### config.mk
export PLATFORM = sky130hd
export DESIGN_NAME = cache_bus_ctrl
export DESIGN_NICKNAME = d
export VERILOG_FILES = /design/src/rtl/cbc_pkg.sv /design/src/rtl/cbc_arbiter.sv /design/src/rtl/cbc_wbbuf.sv /design/src/rtl/cbc_seq.sv /design/src/rtl/cache_bus_ctrl.sv
export SDC_FILE = /design/constraint.sdc
export NUM_CORES = 1
export LEC_CHECK = 0
export CORE_MARGIN = 4
export CORE_UTILIZATION = 30
export DETAILED_ROUTE_END_ITERATION = 6
export HOLD_SLACK_MARGIN = 0.08
export PLACE_DENSITY = 0.57
export SYNTH_ARGS = -nofsm -noshare
export SYNTH_HDL_FRONTEND = slang
export SYNTH_HIERARCHICAL = 1
export SYNTH_SLANG_ARGS = --single-unit
### constraint.sdc
create_clock -name clk -period 3.8 [get_ports clk]
set_clock_uncertainty 0.15 [all_clocks]
set_input_delay 0.76 -clock clk [delete_from_list [all_inputs] [get_ports clk]]
set_output_delay 0.76 -clock clk [all_outputs]
set_load 0.02 [all_outputs]
### src/rtl/cbc_pkg.sv
package cbc_pkg;

    typedef enum logic [1:0] {
        K_RD   = 2'b00,
        K_WR   = 2'b01,
        K_FILL = 2'b10,
        K_WB   = 2'b11
    } kind_e;

    typedef enum logic [1:0] {
        PK_NONE,
        PK_DRAIN,
        PK_INSTR,
        PK_DATA
    } pick_e;

    typedef enum logic [1:0] {
        ST_IDLE,
        ST_READ,
        ST_WRITE,
        ST_DRAIN
    } state_e;

endpackage

### src/rtl/cbc_arbiter.sv
module cbc_arbiter
    import cbc_pkg::*;
#(
    parameter int TAG_W = 28
) (
    input  logic             clk,
    input  logic             rst_n,
    input  logic             busy,
    input  logic             i_req,
    input  logic [1:0]       i_kind,
    input  logic [TAG_W-1:0] i_tag,
    input  logic             i_mask,
    input  logic             d_req,
    input  logic [1:0]       d_kind,
    input  logic             d_io,
    input  logic [TAG_W-1:0] d_tag,
    input  logic             d_mask,
    input  logic             buf_full,
    input  logic [TAG_W-1:0] buf_tag,
    output pick_e            pick
);

    logic i_act, d_act, i_rd, d_rd, i_wr, d_wr;
    logic d_ser, i_hit, d_hit, tie;
    logic tie_last_d;

    always_comb begin
        i_act = i_req && !i_mask && (i_kind != K_WB);
        d_act = d_req && !d_mask && (d_kind != K_WB);
        i_rd  = i_act && ((i_kind == K_RD) || (i_kind == K_FILL));
        d_rd  = d_act && ((d_kind == K_RD) || (d_kind == K_FILL));
        i_wr  = i_act && (i_kind == K_WR);
        d_wr  = d_act && (d_kind == K_WR);
        d_ser = d_act && d_io;
        i_hit = i_act && buf_full && (i_tag == buf_tag);
        d_hit = d_act && buf_full && (d_tag == buf_tag);
        tie   = i_rd && d_rd && !d_ser;
    end

    always_comb begin
        pick = PK_NONE;
        if (busy) begin
            pick = PK_NONE;
        end else if (buf_full && (i_hit || d_hit || d_ser)) begin
            pick = PK_DRAIN;
        end else if (d_ser) begin
            pick = PK_DATA;
        end else if (tie) begin
            pick = tie_last_d ? PK_INSTR : PK_DATA;
        end else if (d_rd) begin
            pick = PK_DATA;
        end else if (i_rd) begin
            pick = PK_INSTR;
        end else if (buf_full) begin
            pick = PK_DRAIN;
        end else if (d_wr) begin
            pick = PK_DATA;
        end else if (i_wr) begin
            pick = PK_INSTR;
        end
    end

    always_ff @(posedge clk) begin
        if (!rst_n) begin
            tie_last_d <= 1'b0;
        end else if (!busy && tie && (pick == PK_DATA || pick == PK_INSTR)) begin
            tie_last_d <= (pick == PK_DATA);
        end
    end

    // a non-I/O write from the data side never starts while a read waits
    a_r6_read_first : assert property (@(posedge clk) disable iff (!rst_n)
        (!busy && d_wr && !d_ser && (i_rd || d_rd)) |-> (pick != PK_DATA || d_rd));

endmodule

### src/rtl/cbc_wbbuf.sv
module cbc_wbbuf
    import cbc_pkg::*;
#(
    parameter int TAG_W  = 28,
    parameter int LINE_W = 128
) (
    input  logic              clk,
    input  logic              rst_n,
    input  logic              i_req,
    input  logic [1:0]        i_kind,
    input  logic [TAG_W-1:0]  i_tag,
    input  logic [LINE_W-1:0] i_wdata,
    input  logic              i_mask,
    input  logic              d_req,
    input  logic [1:0]        d_kind,
    input  logic [TAG_W-1:0]  d_tag,
    input  logic [LINE_W-1:0] d_wdata,
    input  logic              d_mask,
    input  logic              clear,
    output logic              full,
    output logic [TAG_W-1:0]  tag,
    output logic [LINE_W-1:0] line,
    output logic              take_i,
    output logic              take_d
);

    logic              full_q;
    logic [TAG_W-1:0]  tag_q;
    logic [LINE_W-1:0] line_q;

    always_comb begin
        take_d = !full_q && d_req && !d_mask && (d_kind == K_WB);
        take_i = !full_q && i_req && !i_mask && (i_kind == K_WB) && !take_d;
    end

    always_ff @(posedge clk) begin
        if (!rst_n) begin
            full_q <= 1'b0;
            tag_q  <= '0;
            line_q <= '0;
        end else if (clear) begin
            full_q <= 1'b0;
        end else if (take_d) begin
            full_q <= 1'b1;
            tag_q  <= d_tag;
            line_q <= d_wdata;
        end else if (take_i) begin
            full_q <= 1'b1;
            tag_q  <= i_tag;
            line_q <= i_wdata;
        end
    end

    assign full = full_q;
    assign tag  = tag_q;
    assign line = line_q;

    a_r5_line_held : assert property (@(posedge clk) disable iff (!rst_n)
        (full_q && !clear) |=> (full_q && $stable(line_q) && $stable(tag_q)));

    a_r5_clear_when_full : assert property (@(posedge clk) disable iff (!rst_n)
        clear |-> full_q);

endmodule

### src/rtl/cbc_seq.sv
module cbc_seq
    import cbc_pkg::*;
#(
    parameter int AW    = 32,
    parameter int DW    = 32,
    parameter int BEATS = 4
) (
    input  logic                 clk,
    input  logic                 rst_n,
    input  pick_e                pick,
    input  logic [1:0]           i_kind,
    input  logic [AW-$clog2(DW/8)-1:0] i_wa,
    input  logic [DW*BEATS-1:0]  i_wdata,
    input  logic [1:0]           d_kind,
    input  logic [AW-$clog2(DW/8)-1:0] d_wa,
    input  logic [DW*BEATS-1:0]  d_wdata,
    input  logic [AW-$clog2(DW/8)-$clog2(BEATS)-1:0] buf_tag,
    input  logic [DW*BEATS-1:0]  buf_line,
    input  logic                 bus_ack,
    input  logic [DW-1:0]        bus_rdata,
    output logic                 bus_valid,
    output logic                 bus_we,
    output logic                 bus_burst,
    output logic [AW-1:0]        bus_addr,
    output logic [DW-1:0]        bus_wdata,
    output logic                 busy,
    output logic                 beat_valid,
    output logic [DW-1:0]        beat_data,
    output logic                 xfer_done,
    output logic                 src_d,
    output logic                 drain_done
);

    localparam int BYTE_OFF = $clog2(DW / 8);
    localparam int BEAT_W   = $clog2(BEATS);
    localparam int WA_W     = AW - BYTE_OFF;
    localparam int TAG_W    = WA_W - BEAT_W;
    localparam int LINE_W   = DW * BEATS;
    localparam logic [BEAT_W-1:0] LAST_BEAT = BEAT_W'(BEATS - 1);
    localparam logic [AW-1:0]     STEP      = AW'(DW / 8);

    state_e              state, state_d;
    logic                src_d_q, burst_q;
    logic [TAG_W-1:0]    tag_q;
    logic [BEAT_W-1:0]   beat_q;
    logic [LINE_W-1:0]   wline_q;
    logic                last;

    logic [1:0]          sel_kind;
    logic [WA_W-1:0]     sel_wa;
    logic [LINE_W-1:0]   sel_line;
    logic                sel_read;

    always_comb begin
        sel_kind = (pick == PK_DATA) ? d_kind  : i_kind;
        sel_wa   = (pick == PK_DATA) ? d_wa    : i_wa;
        sel_line = (pick == PK_DATA) ? d_wdata : i_wdata;
        sel_read = (sel_kind == K_RD) || (sel_kind == K_FILL);
        last     = !burst_q || (beat_q == LAST_BEAT);
    end

    // next state
    always_comb begin
        state_d = state;
        unique case (state)
            ST_IDLE: begin
                unique case (pick)
                    PK_DRAIN:         state_d = ST_DRAIN;
                    PK_INSTR, PK_DATA: state_d = sel_read ? ST_READ : ST_WRITE;
                    default:          state_d = ST_IDLE;
                endcase
            end
            ST_READ, ST_WRITE, ST_DRAIN: begin
                if (bus_ack && last) state_d = ST_IDLE;
            end
            default: state_d = ST_IDLE;
        endcase
    end

    // state register
    always_ff @(posedge clk) begin
        if (!rst_n) state <= ST_IDLE;
        else        state <= state_d;
    end

    // transfer context
    always_ff @(posedge clk) begin
        if (!rst_n) begin
            src_d_q <= 1'b0;
            burst_q <= 1'b0;
            tag_q   <= '0;
            beat_q  <= '0;
            wline_q <= '0;
        end else if (state == ST_IDLE) begin
            if (pick == PK_DRAIN) begin
                src_d_q <= 1'b0;
                burst_q <= 1'b1;
                tag_q   <= buf_tag;
                beat_q  <= '0;
                wline_q <= buf_line;
            end else if (pick != PK_NONE) begin
                src_d_q <= (pick == PK_DATA);
                burst_q <= (sel_kind == K_FILL);
                tag_q   <= sel_wa[WA_W-1:BEAT_W];
                beat_q  <= (sel_kind == K_FILL) ? '0 : sel_wa[BEAT_W-1:0];
                wline_q <= sel_line;
            end
        end else if (bus_ack && !last) begin
            beat_q <= beat_q + 1'b1;
        end
    end

    // outputs
    always_comb begin
        bus_valid  = (state != ST_IDLE);
        bus_we     = (state == ST_WRITE) || (state == ST_DRAIN);
        bus_burst  = burst_q;
        bus_addr   = {tag_q, beat_q, {BYTE_OFF{1'b0}}};
        bus_wdata  = burst_q ? wline_q[beat_q*DW +: DW] : wline_q[DW-1:0];
        busy       = (state != ST_IDLE);
        beat_valid = (state == ST_READ) && bus_ack;
        beat_data  = bus_rdata;
        xfer_done  = ((state == ST_READ) || (state == ST_WRITE)) && bus_ack && last;
        src_d      = src_d_q;
        drain_done = (state == ST_DRAIN) && bus_ack && last;
    end

    a_r8_beat_held : assert property (@(posedge clk) disable iff (!rst_n)
        (bus_valid && !bus_ack) |=> (bus_valid && $stable(bus_addr) && $stable(bus_we)));

    a_r3_beat_step : assert property (@(posedge clk) disable iff (!rst_n)
        (bus_valid && bus_ack && bus_burst && (beat_q != LAST_BEAT))
        |=> (bus_valid && bus_burst && (bus_addr == $past(bus_addr) + STEP)));

    a_r2_single_one_beat : assert property (@(posedge clk) disable iff (!rst_n)
        (bus_valid && bus_ack && !bus_burst) |=> !bus_valid);

    a_r5_drain_is_write_burst : assert property (@(posedge clk) disable iff (!rst_n)
        (state == ST_DRAIN) |-> (bus_we && bus_burst));

endmodule

### src/rtl/cache_bus_ctrl.sv
module cache_bus_ctrl
    import cbc_pkg::*;
#(
    parameter int AW    = 32,
    parameter int DW    = 32,
    parameter int BEATS = 4
) (
    input  logic                clk,
    input  logic                rst_n,
    input  logic                i_req,
    input  logic [1:0]          i_kind,
    input  logic [AW-1:0]       i_addr,
    input  logic [DW*BEATS-1:0] i_wdata,
    output logic                i_done,
    output logic                i_rvalid,
    output logic [DW-1:0]       i_rdata,
    input  logic                d_req,
    input  logic [1:0]          d_kind,
    input  logic                d_io,
    input  logic [AW-1:0]       d_addr,
    input  logic [DW*BEATS-1:0] d_wdata,
    output logic                d_done,
    output logic                d_rvalid,
    output logic [DW-1:0]       d_rdata,
    output logic                bus_valid,
    output logic                bus_we,
    output logic                bus_burst,
    output logic [AW-1:0]       bus_addr,
    output logic [DW-1:0]       bus_wdata,
    input  logic                bus_ack,
    input  logic [DW-1:0]       bus_rdata
);

    localparam int LINE_W   = DW * BEATS;
    localparam int BYTE_OFF = $clog2(DW / 8);
    localparam int BEAT_W   = $clog2(BEATS);
    localparam int OFF_W    = BYTE_OFF + BEAT_W;
    localparam int TAG_W    = AW - OFF_W;

    pick_e             pick;
    logic              busy;
    logic              buf_full;
    logic [TAG_W-1:0]  buf_tag;
    logic [LINE_W-1:0] buf_line;
    logic              take_i, take_d;
    logic              beat_valid, xfer_done, src_d, drain_done;
    logic [DW-1:0]     beat_data;

    logic              i_done_q, d_done_q, i_rv_q, d_rv_q;
    logic [DW-1:0]     rdata_q;

    cbc_arbiter #(.TAG_W(TAG_W)) u_arb (
        .clk      (clk),
        .rst_n    (rst_n),
        .busy     (busy),
        .i_req    (i_req),
        .i_kind   (i_kind),
        .i_tag    (i_addr[AW-1:OFF_W]),
        .i_mask   (i_done_q),
        .d_req    (d_req),
        .d_kind   (d_kind),
        .d_io     (d_io),
        .d_tag    (d_addr[AW-1:OFF_W]),
        .d_mask   (d_done_q),
        .buf_full (buf_full),
        .buf_tag  (buf_tag),
        .pick     (pick)
    );

    cbc_wbbuf #(.TAG_W(TAG_W), .LINE_W(LINE_W)) u_wbbuf (
        .clk     (clk),
        .rst_n   (rst_n),
        .i_req   (i_req),
        .i_kind  (i_kind),
        .i_tag   (i_addr[AW-1:OFF_W]),
        .i_wdata (i_wdata),
        .i_mask  (i_done_q),
        .d_req   (d_req),
        .d_kind  (d_kind),
        .d_tag   (d_addr[AW-1:OFF_W]),
        .d_wdata (d_wdata),
        .d_mask  (d_done_q),
        .clear   (drain_done),
        .full    (buf_full),
        .tag     (buf_tag),
        .line    (buf_line),
        .take_i  (take_i),
        .take_d  (take_d)
    );

    cbc_seq #(.AW(AW), .DW(DW), .BEATS(BEATS)) u_seq (
        .clk        (clk),
        .rst_n      (rst_n),
        .pick       (pick),
        .i_kind     (i_kind),
        .i_wa       (i_addr[AW-1:BYTE_OFF]),
        .i_wdata    (i_wdata),
        .d_kind     (d_kind),
        .d_wa       (d_addr[AW-1:BYTE_OFF]),
        .d_wdata    (d_wdata),
        .buf_tag    (buf_tag),
        .buf_line   (buf_line),
        .bus_ack    (bus_ack),
        .bus_rdata  (bus_rdata),
        .bus_valid  (bus_valid),
        .bus_we     (bus_we),
        .bus_burst  (bus_burst),
        .bus_addr   (bus_addr),
        .bus_wdata  (bus_wdata),
        .busy       (busy),
        .beat_valid (beat_valid),
        .beat_data  (beat_data),
        .xfer_done  (xfer_done),
        .src_d      (src_d),
        .drain_done (drain_done)
    );

    always_ff @(posedge clk) begin
        if (!rst_n) begin
            i_done_q <= 1'b0;
            d_done_q <= 1'b0;
            i_rv_q   <= 1'b0;
            d_rv_q   <= 1'b0;
            rdata_q  <= '0;
        end else begin
            i_done_q <= (xfer_done && !src_d) || take_i;
            d_done_q <= (xfer_done &&  src_d) || take_d;
            i_rv_q   <= beat_valid && !src_d;
            d_rv_q   <= beat_valid &&  src_d;
            if (beat_valid) rdata_q <= beat_data;
        end
    end

    assign i_done   = i_done_q;
    assign d_done   = d_done_q;
    assign i_rvalid = i_rv_q;
    assign d_rvalid = d_rv_q;
    assign i_rdata  = rdata_q;
    assign d_rdata  = rdata_q;

    a_r11_one_side : assert property (@(posedge clk) disable iff (!rst_n)
        $onehot0({i_rvalid, d_rvalid}));

    // a taken write-back answers without a bus beat in the same cycle
    a_r5_quiet_take : assert property (@(posedge clk) disable iff (!rst_n)
        (take_i || take_d) |=> (i_done || d_done));

    // the buffer is never drained while it is empty
    a_r9_drain_has_line : assert property (@(posedge clk) disable iff (!rst_n)
        (!busy && pick == PK_DRAIN) |-> buf_full);

endmodule

==> results.json, run 1 <==
{
  "dpl.hpwl_mm": 60.8,
  "drv_cap": 0,
  "netlist_area_um2": 20300,
  "drv_slew": 0,
  "period_share": 0.970,
  "finalSetupViolations": 0,
  "io_pins": 497,
  "core_um2": 67200,
  "synth_ff_type": "dfxtp_1",
  "port_buffers": 490,
  "period_needed_ns": 3.68,
  "ys_ff_latch": 356,
  "area_growth_pct": 34.5,
  "hp-start": "u_wbbuf/line[87]",
  "worstReg2RegEnd": "u_seq/wline_q[97]",
  "cp.arrival_ns": 3.95,
  "rows": 95,
  "hold_class": "register to register",
  "cts_sinks": 356,
  "status": "complete, no violations",
  "crit_path_start": "i_addr[26]",
  "drt_wl_total_mm": 91.5,
  "clk_pin_slew_ns": 0.06,
  "worstReg2RegStart": "u_wbbuf/tag[18]",
  "via_per_inst": 5.84,
  "first_pass_iters": 6,
  "grt_pass1_wl_mm": 134,
  "cts_buffers": 45,
  "die_x_um": 268,
  "crit_type": "input port to register",
  "nets": 3174,
  "grt_max_degree": 215,
  "max_stage_delay_ns": 0.54,
  "rsz0062_at_grt": "false",
  "routabilityCongestion": 0.892,
  "die_h_um": 268,
  "seq_area_frac_synth": 0.351,
  "cp_cell_sequence": "clkdlybuf4s50_1 -> xnor2_1 -> nand4_1 -> nor4_4 -> a22o_2 -> nand2_1 -> a31oi_4 -> buf_12 -> nand2b_4 -> buf_12 -> o21ai_0 -> buf_4 -> a21oi_1",
  "wl_per_cell_um": 24.6,
  "crit_end": "u_seq/wline_q[97]",
  "drt_iter0_drc": 2009,
  "postCtsSetupRepairBufs": 0,
  "drc": 0,
  "cp_top_family": "compound AO/OA/AOI/OAI gates",
  "slew_headroom": 0.315,
  "crit_path_frequent_cell": "buf_12",
  "cp_num_buf_inv": 4,
  "via_count": 21700,
  "ys_types": 57,
  "clkLatencyLatePin_ns": 0.57,
  "cp_slowest_cell": "o21ai_0",
  "layout_setup_ws_ns": 0.116,
  "cts_max_path_buffers": 3,
  "yosysWarningCount": 6,
  "die_area_um2": 71900,
  "hold_violations": 0,
  "cp.required_ns": 4.07,
  "async_reset_ff_frac": 0,
  "whs_ns": 0.313,
  "reg2reg_slack_ns": 0.45,
  "critical_path.endpoint_type": "register",
  "clockRootBuffer": "clkbuf_16",
  "tns_ns": 0,
  "fmax_ghz": 0.271,
  "vdd_drop_max_v": 0.000528,
  "cts_tree": "built",
  "cp_max_fo": 26,
  "antenna_left": 0,
  "worst_pin_slew_ns": 1.03,
  "reg2regPathDepth": 12,
  "synthCells": 2482,
  "power_w": 0.0207,
  "worstSetupPathDepth": 13,
  "start_util": 0.302,
  "antenna_found_initial": 7,
  "power.leakage_nw": 9.49,
  "grt_usage": 0.239,
  "overflow": 0,
  "syn_area_per_cell_um2": 8.18,
  "layout-drive-gt1-share": 0.103,
  "critPathLaunchType": "input port",
  "pre_cts_ws_ns": -0.391,
  "synth_edf_count": 0,
  "h-tree-depth": 2,
  "grt_pass1_vias": 20900,
  "powerDensity_nw_per_um2": 757
}
sequential cells by signal, summed over array words and instances (netlist names):
register,cells
d_rvalid,1
u_seq/state,2
u_seq/src_d,1
u_seq/bus_burst,1
i_rvalid,1
u_seq/wline_q,128
i_done,1
u_wbbuf/line,128
u_wbbuf/full,1
u_wbbuf/tag,28
u_seq/tag_q,28
u_seq/beat_q,2
d_done,1
u_arb/tie_last_d,1
d_rdata,32
report_power, final:
group	leakage, nW	switching [W]	total (W)	internal, W
logic	5.83	0.00621	0.0103	0.00411
clock network	0.724	0.00175	0.00436	0.00261
registers	2.94	0.00104	0.00599	0.00495
total	9.49	0.00900	0.0207	0.0117
what timing repair did:
| action | 4_1_cts | 5_1_grt |
|---|---|---|
| hold buffers | 0 | 0 |
| setup endpoints to repair | 4 | 3 |
| gates resized for setup | 1 | 3 |
| cloned | 0 | 0 |
cell families (layout without fill, tap and decap cells):
logic type,after synthesis,count (layout),share of synthesized area
buffers and inverters,365,719,0.0987
XOR/XNOR,56,56,0.0242
adder cells (fa/ha/maj),5,5,0.00308
multiplexers,222,222,0.112
other,1,9,0.000185
AO/OA/AOI/OAI,748,748,0.224
flip-flops,356,356,0.351
AND/OR/NAND/NOR,729,729,0.187
final cells by class:
cell class / count / area (um2)
sequential: 356 / 7130
clock inverter: 16 / 189
timing repair buffer: 633 / 6310
antenna: 7 / 17.5
fill: 6605 / 39800
multi-input combinational: 1762 / 11300
clock buffer: 61 / 1280
inverter: 9 / 33.8
tap: 873 / 1090
through the flow:
stage | cells | instance area [um2] | util
floorplan | 2483 | 20300 | -
global placement | 3633 | 25800 | 0.385
detailed placement | 3633 | 25800 | 0.385
CTS | 3710 | 27300 | 0.406
global route | 3716 | 27300 | 0.407
finish | 3717 | 27300 | 0.407
placed cells by master, fill, tap and decap left out, types with 28 or more instances in the layout:
cell,count
clkdlybuf4s50_1,479
dfxtp_1,355
nand2_1,323
nor4_1,313
o21ai_0,294
a21oi_1,196
mux2i_1,189
a221oi_1,147
buf_4,125
o22ai_1,65
xnor2_1,56
clkbuf_16,45
nor2b_1,37
mux2_2,33
buf_12,28
worst min-delay path by stage:
stage / to / slack [ns] / depth (start not counted)
final: u_wbbuf/line[87] / 0.31 / 2
after global routing: u_wbbuf/line[91] / 0.33 / 2
after CTS: u_wbbuf/line[46] / 0.32 / 2
after detailed placement: u_wbbuf/line[46] / 0.31 / 2
after global placement: u_wbbuf/line[74] / 0.30 / 2
after floorplan: i_rvalid / 0.28 / 1
layer usage:
metal	vias up	share of wire	track usage
li1	9925	-	-
met1	10500	0.42	0.317
met2	1115	0.46	0.388
met3	164	0.084	0.0497
met4	2	0.035	0.0828
met5	-	0.000087	0
worst min-delay path, stage by stage (launching register included):
cell	delay, ns
dfxtp_1	0.30
nand2_1	0.05
a221oi_1	0.06
cell usage after synthesis (2+ instances only):
library cell,count,area share
xnor2_1,56,0.024
a221oi_1,147,0.063
nor3_1,2,0.00049
a221oi_2,11,0.0081
o22ai_1,65,0.020
nand2b_1,6,0.0018
ha_1,5,0.0031
a22oi_1,2,0.00074
o21a_1,3,0.0011
mux2i_1,189,0.093
nand4_1,12,0.0037
dfxtp_1,356,0.35
nor2b_1,37,0.011
nor3b_1,2,0.00074
buf_12,3,0.0030
and3_1,3,0.00092
buf_6,35,0.019
buf_2,43,0.011
nand3_1,8,0.0020
buf_1,11,0.0020
a21oi_1,196,0.048
o21ai_0,297,0.073
mux2_2,33,0.018
inv_1,9,0.0017
nor2_1,6,0.0011
o21ai_1,16,0.0039
nor4_1,313,0.096
clkbuf_1,192,0.036
nor4_2,3,0.0018
nand2_1,324,0.060
buf_4,71,0.026
(Power assumes the default switching activity.)
==> run 2: changes to the inputs <==
- GPL_TIMING_DRIVEN: not set -> 0
==> run 2 against run 1 <==
  * The flow now finishes with violations (DRC)
  * Flip-flop and latch count is the same
  * Die area unchanged
  * Cell count rose by 4.9%
  * Global-route usage is 2.0 points higher
  * Power increased by 0.10%
  * Maximum frequency shrank 1.6%
  * Worst setup slack got worse by 0.060 ns
  * Combinational power is essentially flat
  * Critical path type unchanged
  * Highest routed layer unchanged
==> results.json, run 2 (same netlist as run 1, synthesis figures left out) <==
{
  "cp.arrival_ns": 4.03,
  "hold_violations": 0,
  "core_um2": 67200,
  "drv_slew": 0,
  "clk_pin_slew_ns": 0.06,
  "power_w": 0.0207,
  "drt_iter0_drc": 2413,
  "area_growth_pct": 35.6,
  "antenna_found_initial": 8,
  "grt_max_degree": 16,
  "clkLatencyLatePin_ns": 0.58,
  "postCtsSetupRepairBufs": 0,
  "cp_cell_sequence": "clkdlybuf4s50_1 -> xnor2_1 -> nand4_1 -> nor4_4 -> a22o_2 -> nand2_1 -> a31oi_1 -> buf_6 -> nand2b_1 -> buf_2 -> buf_4 -> buf_2 -> o21ai_0 -> a21oi_1",
  "crit_path_frequent_cell": "buf_2",
  "cp_max_fo": 10,
  "die_area_um2": 71900,
  "h-tree-depth": 2,
  "routabilityCongestion": 0.931,
  "clockRootBuffer": "clkbuf_16",
  "final_cell_mix": "clkdlybuf4s50_1, dfxtp_1, nand2_1",
  "crit_type": "input port to register",
  "cp.required_ns": 4.08,
  "reg2regPathDepth": 8,
  "cp_slowest_cell": "clkdlybuf4s50_1",
  "io_pins": 497,
  "grtUsageMet2": 0.430,
  "cts_sinks": 356,
  "cts_buffers": 44,
  "grt_usage": 0.259,
  "max_stage_delay_ns": 0.49,
  "dpl.hpwl_mm": 75.0,
  "grt.met1_usage": 0.334,
  "vdd_drop_max_v": 0.000377,
  "start_util": 0.302,
  "hold_class": "input port to register",
  "overflow": 0,
  "failed_checks": "DRC",
  "period_share": 0.985,
  "busiest_layer": "met2",
  "via_per_inst": 5.80,
  "wl_per_cell_um": 25.4,
  "met3_usage": 0.0529,
  "pre_cts_ws_ns": -0.696,
  "critical_path.endpoint_type": "register",
  "via_count": 22600,
  "powerDensity_nw_per_um2": 751,
  "die_h_um": 268,
  "grt_pass1_wl_mm": 142,
  "drv_cap": 0,
  "slew_headroom": 0.0443,
  "drt_wl_total_mm": 98.9,
  "final_cells": 3898,
  "layout_commonest_cell": "clkdlybuf4s50_1",
  "dp_cells": 3814,
  "hold_path_depth": 3,
  "nets": 3354,
  "status": "finished, violations left",
  "die_x_um": 268,
  "fmax_ghz": 0.267,
  "worst_pin_slew_ns": 1.43,
  "utilization": 0.410,
  "rows": 95,
  "port_buffers": 458,
  "power.leakage_nw": 9.63,
  "critPathLaunchType": "input port",
  "grt_pass1_vias": 22000,
  "finalSetupViolations": 0,
  "drc": 12,
  "period_needed_ns": 3.74,
  "cts_max_path_buffers": 3,
  "layout_setup_ws_ns": 0.0553,
  "layout-drive-gt1-share": 0.101,
  "cts_tree": "built",
  "first_pass_iters": 7,
  "antenna_left": 0
}
run 2: cell type report:
cell class | count | area (um2)
Multi-Input combinational cell | 1762 | 11200
Timing Repair Buffer | 458 | 4600
Clock inverter | 14 | 134
Tap cell | 873 | 1090
Sequential cell | 356 | 7130
Inverter | 9 | 33.8
Buffer | 356 | 2000
Clock buffer | 64 | 1300
Fill cell | 6699 | 39600
Antenna cell | 6 | 15.0
run 2: worst max-delay path: cells and delay by family:
kind / cells / cell delay, ns
AO/OA/AOI/OAI: 4 / 0.96
XOR/XNOR: 1 / 0.30
buffers and inverters: 5 / 1.32
AND/OR/NAND/NOR: 4 / 0.68
run 2: repair_timing:
item / CTS / global route
gates resized for setup: 10 / 48
cloned: 0 / 0
pin swaps: 0 / 0
setup endpoints to repair: 28 / 140
hold buffers: 0 / 0
run 2: path summary, 6_finish.rpt:
path	start	slack, ns	to
worst max-delay path	d_addr[22]	0.06	u_seq/wline_q[45]
worst min-delay path	bus_rdata[17]	0.29	d_rdata[17]
worst max register to register	u_seq/beat_q[0]	0.34	u_wbbuf/line[46]
worst min register to register	u_wbbuf/line[84]	0.32	u_wbbuf/line[84]
run 2: stage by stage:
| step | area, um2 | TNS [ns] | hold WS, ns |
|---|---|---|---|
| after floorplan | 20300 | 0 | 0.284 |
| after global placement | 26000 | -101.33 | 0.303 |
| after detailed placement | 26000 | -105.45 | 0.307 |
| after CTS | 27400 | 0 | 0.260 |
| after global routing | 27500 | -0.00110 | 0.269 |
| final | 27500 | 0 | 0.286 |
run 2: layer usage:
layer  wire, um  vias up
li1           -    10300
met1      40600    10800
met2      45900     1328
met3       8700      184
met4       3690        2
met5          9        -
run 2: where the power goes:
| group | internal [W] | switching [W] |
|---|---|---|
| Combinational | 0.00399 | 0.00648 |
| Clock | 0.00250 | 0.00175 |
| Sequential | 0.00495 | 0.00102 |
| Total | 0.0114 | 0.00925 |
==> run 3: changes to the inputs <==
- CTS_CLUSTER_SIZE: not set -> 10
==> run 3 against run 2 <==
  * The flow now finishes without violations
  * Maximum frequency decreased by 0.34%
  * Wire length decreased by 0.37%
  * Via count fell by 1.0%
  * Non-clock buffer count unchanged
  * Global-route usage about the same
  * Utilization shrank 0.13 points
  * Critical path depth fell by 8
  * First-iteration DRC count is 3.5% lower
==> results.json, run 3 (same netlist as run 1, synthesis figures left out) <==
{
  "overflow": 0,
  "h-tree-depth": 2,
  "pwr-share-seq": 0.291,
  "whs_ns": 0.280,
  "drc": 0,
  "die_h_um": 268,
  "hold_violations": 0,
  "finalSetupViolations": 0,
  "hold_class": "input port to register",
  "powerDensity_nw_per_um2": 747,
  "antenna_found_initial": 10,
  "crit_type": "register to output pin",
  "routabilityCongestion": 0.931,
  "ctsHoldBuffers": 0,
  "start_util": 0.302,
  "antenna_left": 0,
  "grt_pass1_vias": 22000,
  "cts_max_path_buffers": 3,
  "drt_iter0_drc": 2329,
  "clkLatencyLatePin_ns": 0.59,
  "die_area_um2": 71900,
  "area_growth_pct": 35.2,
  "nets": 3355,
  "n_fill_cell": 6722,
  "switching_share": 0.448,
  "wl_per_cell_um": 25.3,
  "cp_max_fo": 10,
  "vdd_drop_max_v": 0.000349,
  "cp.required_ns": 2.89,
  "final_cell_mix": "clkdlybuf4s50_1, dfxtp_1, nand2_1",
  "via_per_inst": 5.75,
  "grt_usage": 0.259,
  "rows": 95,
  "cts_sinks": 356,
  "p_clk_frac": 0.199,
  "clk_pin_slew_ns": 0.06,
  "drv_cap": 0,
  "io_pins": 497,
  "final_cells": 3893,
  "grt_pass1_wl_mm": 142,
  "reg2reg_slack_ns": 0.35,
  "period_share": 0.989,
  "pre_cts_ws_ns": -0.696,
  "rsz0062_at_grt": "true",
  "clockRootBuffer": "clkbuf_16",
  "drv_slew": 0,
  "power.leakage_nw": 9.59,
  "drt_wl_total_mm": 98.5,
  "multi_input_area_um2": 11200,
  "cp.arrival_ns": 2.85,
  "die_x_um": 268,
  "switchingPower_w": 0.00919,
  "p_comb_frac": 0.510,
  "port_buffers": 458,
  "cts_buffers": 45,
  "layout-drive-gt1-share": 0.0975,
  "layout_setup_ws_ns": 0.0425,
  "grt_max_degree": 16,
  "placed_area_um2": 26000,
  "critPathLaunchType": "register",
  "period_needed_ns": 3.76,
  "status": "complete, no violations",
  "tns_ns": 0,
  "regArea_um2": 7130,
  "postCtsSetupRepairBufs": 0,
  "final_area_um2": 27400,
  "layout_commonest_cell": "clkdlybuf4s50_1",
  "dpl.hpwl_mm": 75.0,
  "slew_headroom": 0.0209,
  "via_count": 22400,
  "intPower_w": 0.0113,
  "core_um2": 67200,
  "fmax_ghz": 0.266,
  "first_pass_iters": 6,
  "critical_path.endpoint_type": "output pin",
  "dp_cells": 3814,
  "cts_tree": "built",
  "worst_pin_slew_ns": 1.47
}
==> run 3: worst max-delay path: stages (launching register included) <==
cell             delay, ns
dfxtp_1               0.38
clkbuf_4              0.24
nand2_1               0.20
buf_2                 0.25
o22ai_1               0.09
a21oi_1               0.39
clkdlybuf4s50_1       0.69
==> run 3: power groups by stage <==
stage	registers (W)	clock network, W	logic, W
6_report	0.00596	0.00408	0.0105
2_1_floorplan	0.00574	0	0.00603
4_1_cts	0.00592	0.00416	0.0103
3_5_place_dp	0.00598	0	0.0102
3_3_place_gp	0.00597	0	0.0101
5_1_grt	0.00606	0.00431	0.0112
==> run 3: final timing paths <==
path / depth (start not counted) / to / from
min: 3 / d_rdata[17] / bus_rdata[17]
max: 6 / bus_wdata[13] / u_seq/beat_q[0]
min reg2reg: 2 / u_wbbuf/line[108] / u_wbbuf/line[108]
max reg2reg: 8 / u_wbbuf/line[89] / u_seq/beat_q[0]
==> run 3: final cells by class <==
cell class | instances | share of cell area
clock buffers | 66 | 0.0465
clock inverters | 7 | 0.00246
repair buffers | 458 | 0.168
flip-flops and latches | 356 | 0.260
well taps | 873 | 0.0398
multi-input cells | 1762 | 0.409
diodes | 6 | 0.000547
plain buffers | 356 | 0.0728
inverters | 9 | 0.00123
==> run 3: timing repair <==
item,CTS,global route
gates resized for setup,14,44
setup endpoints to repair,27,121
gates cloned,0,0
==> run 3: stage by stage <==
step | total power, W | utilization
CTS | 0.0204 | 0.407
global placement | 0.0161 | 0.387
detailed placement | 0.0162 | 0.387
global route | 0.0215 | 0.409
finish | 0.0205 | 0.409
floorplan | 0.0118 | -
==> run 3: per-layer routing <==
metal / GRT usage / up-vias / share of wire
li1: - / 10300 / -
met1: 0.334 / 10700 / 0.41
met2: 0.429 / 1231 / 0.47
met3: 0.0514 / 183 / 0.089
met4: 0.0983 / 4 / 0.037
met5: 0 / - / 0.00051
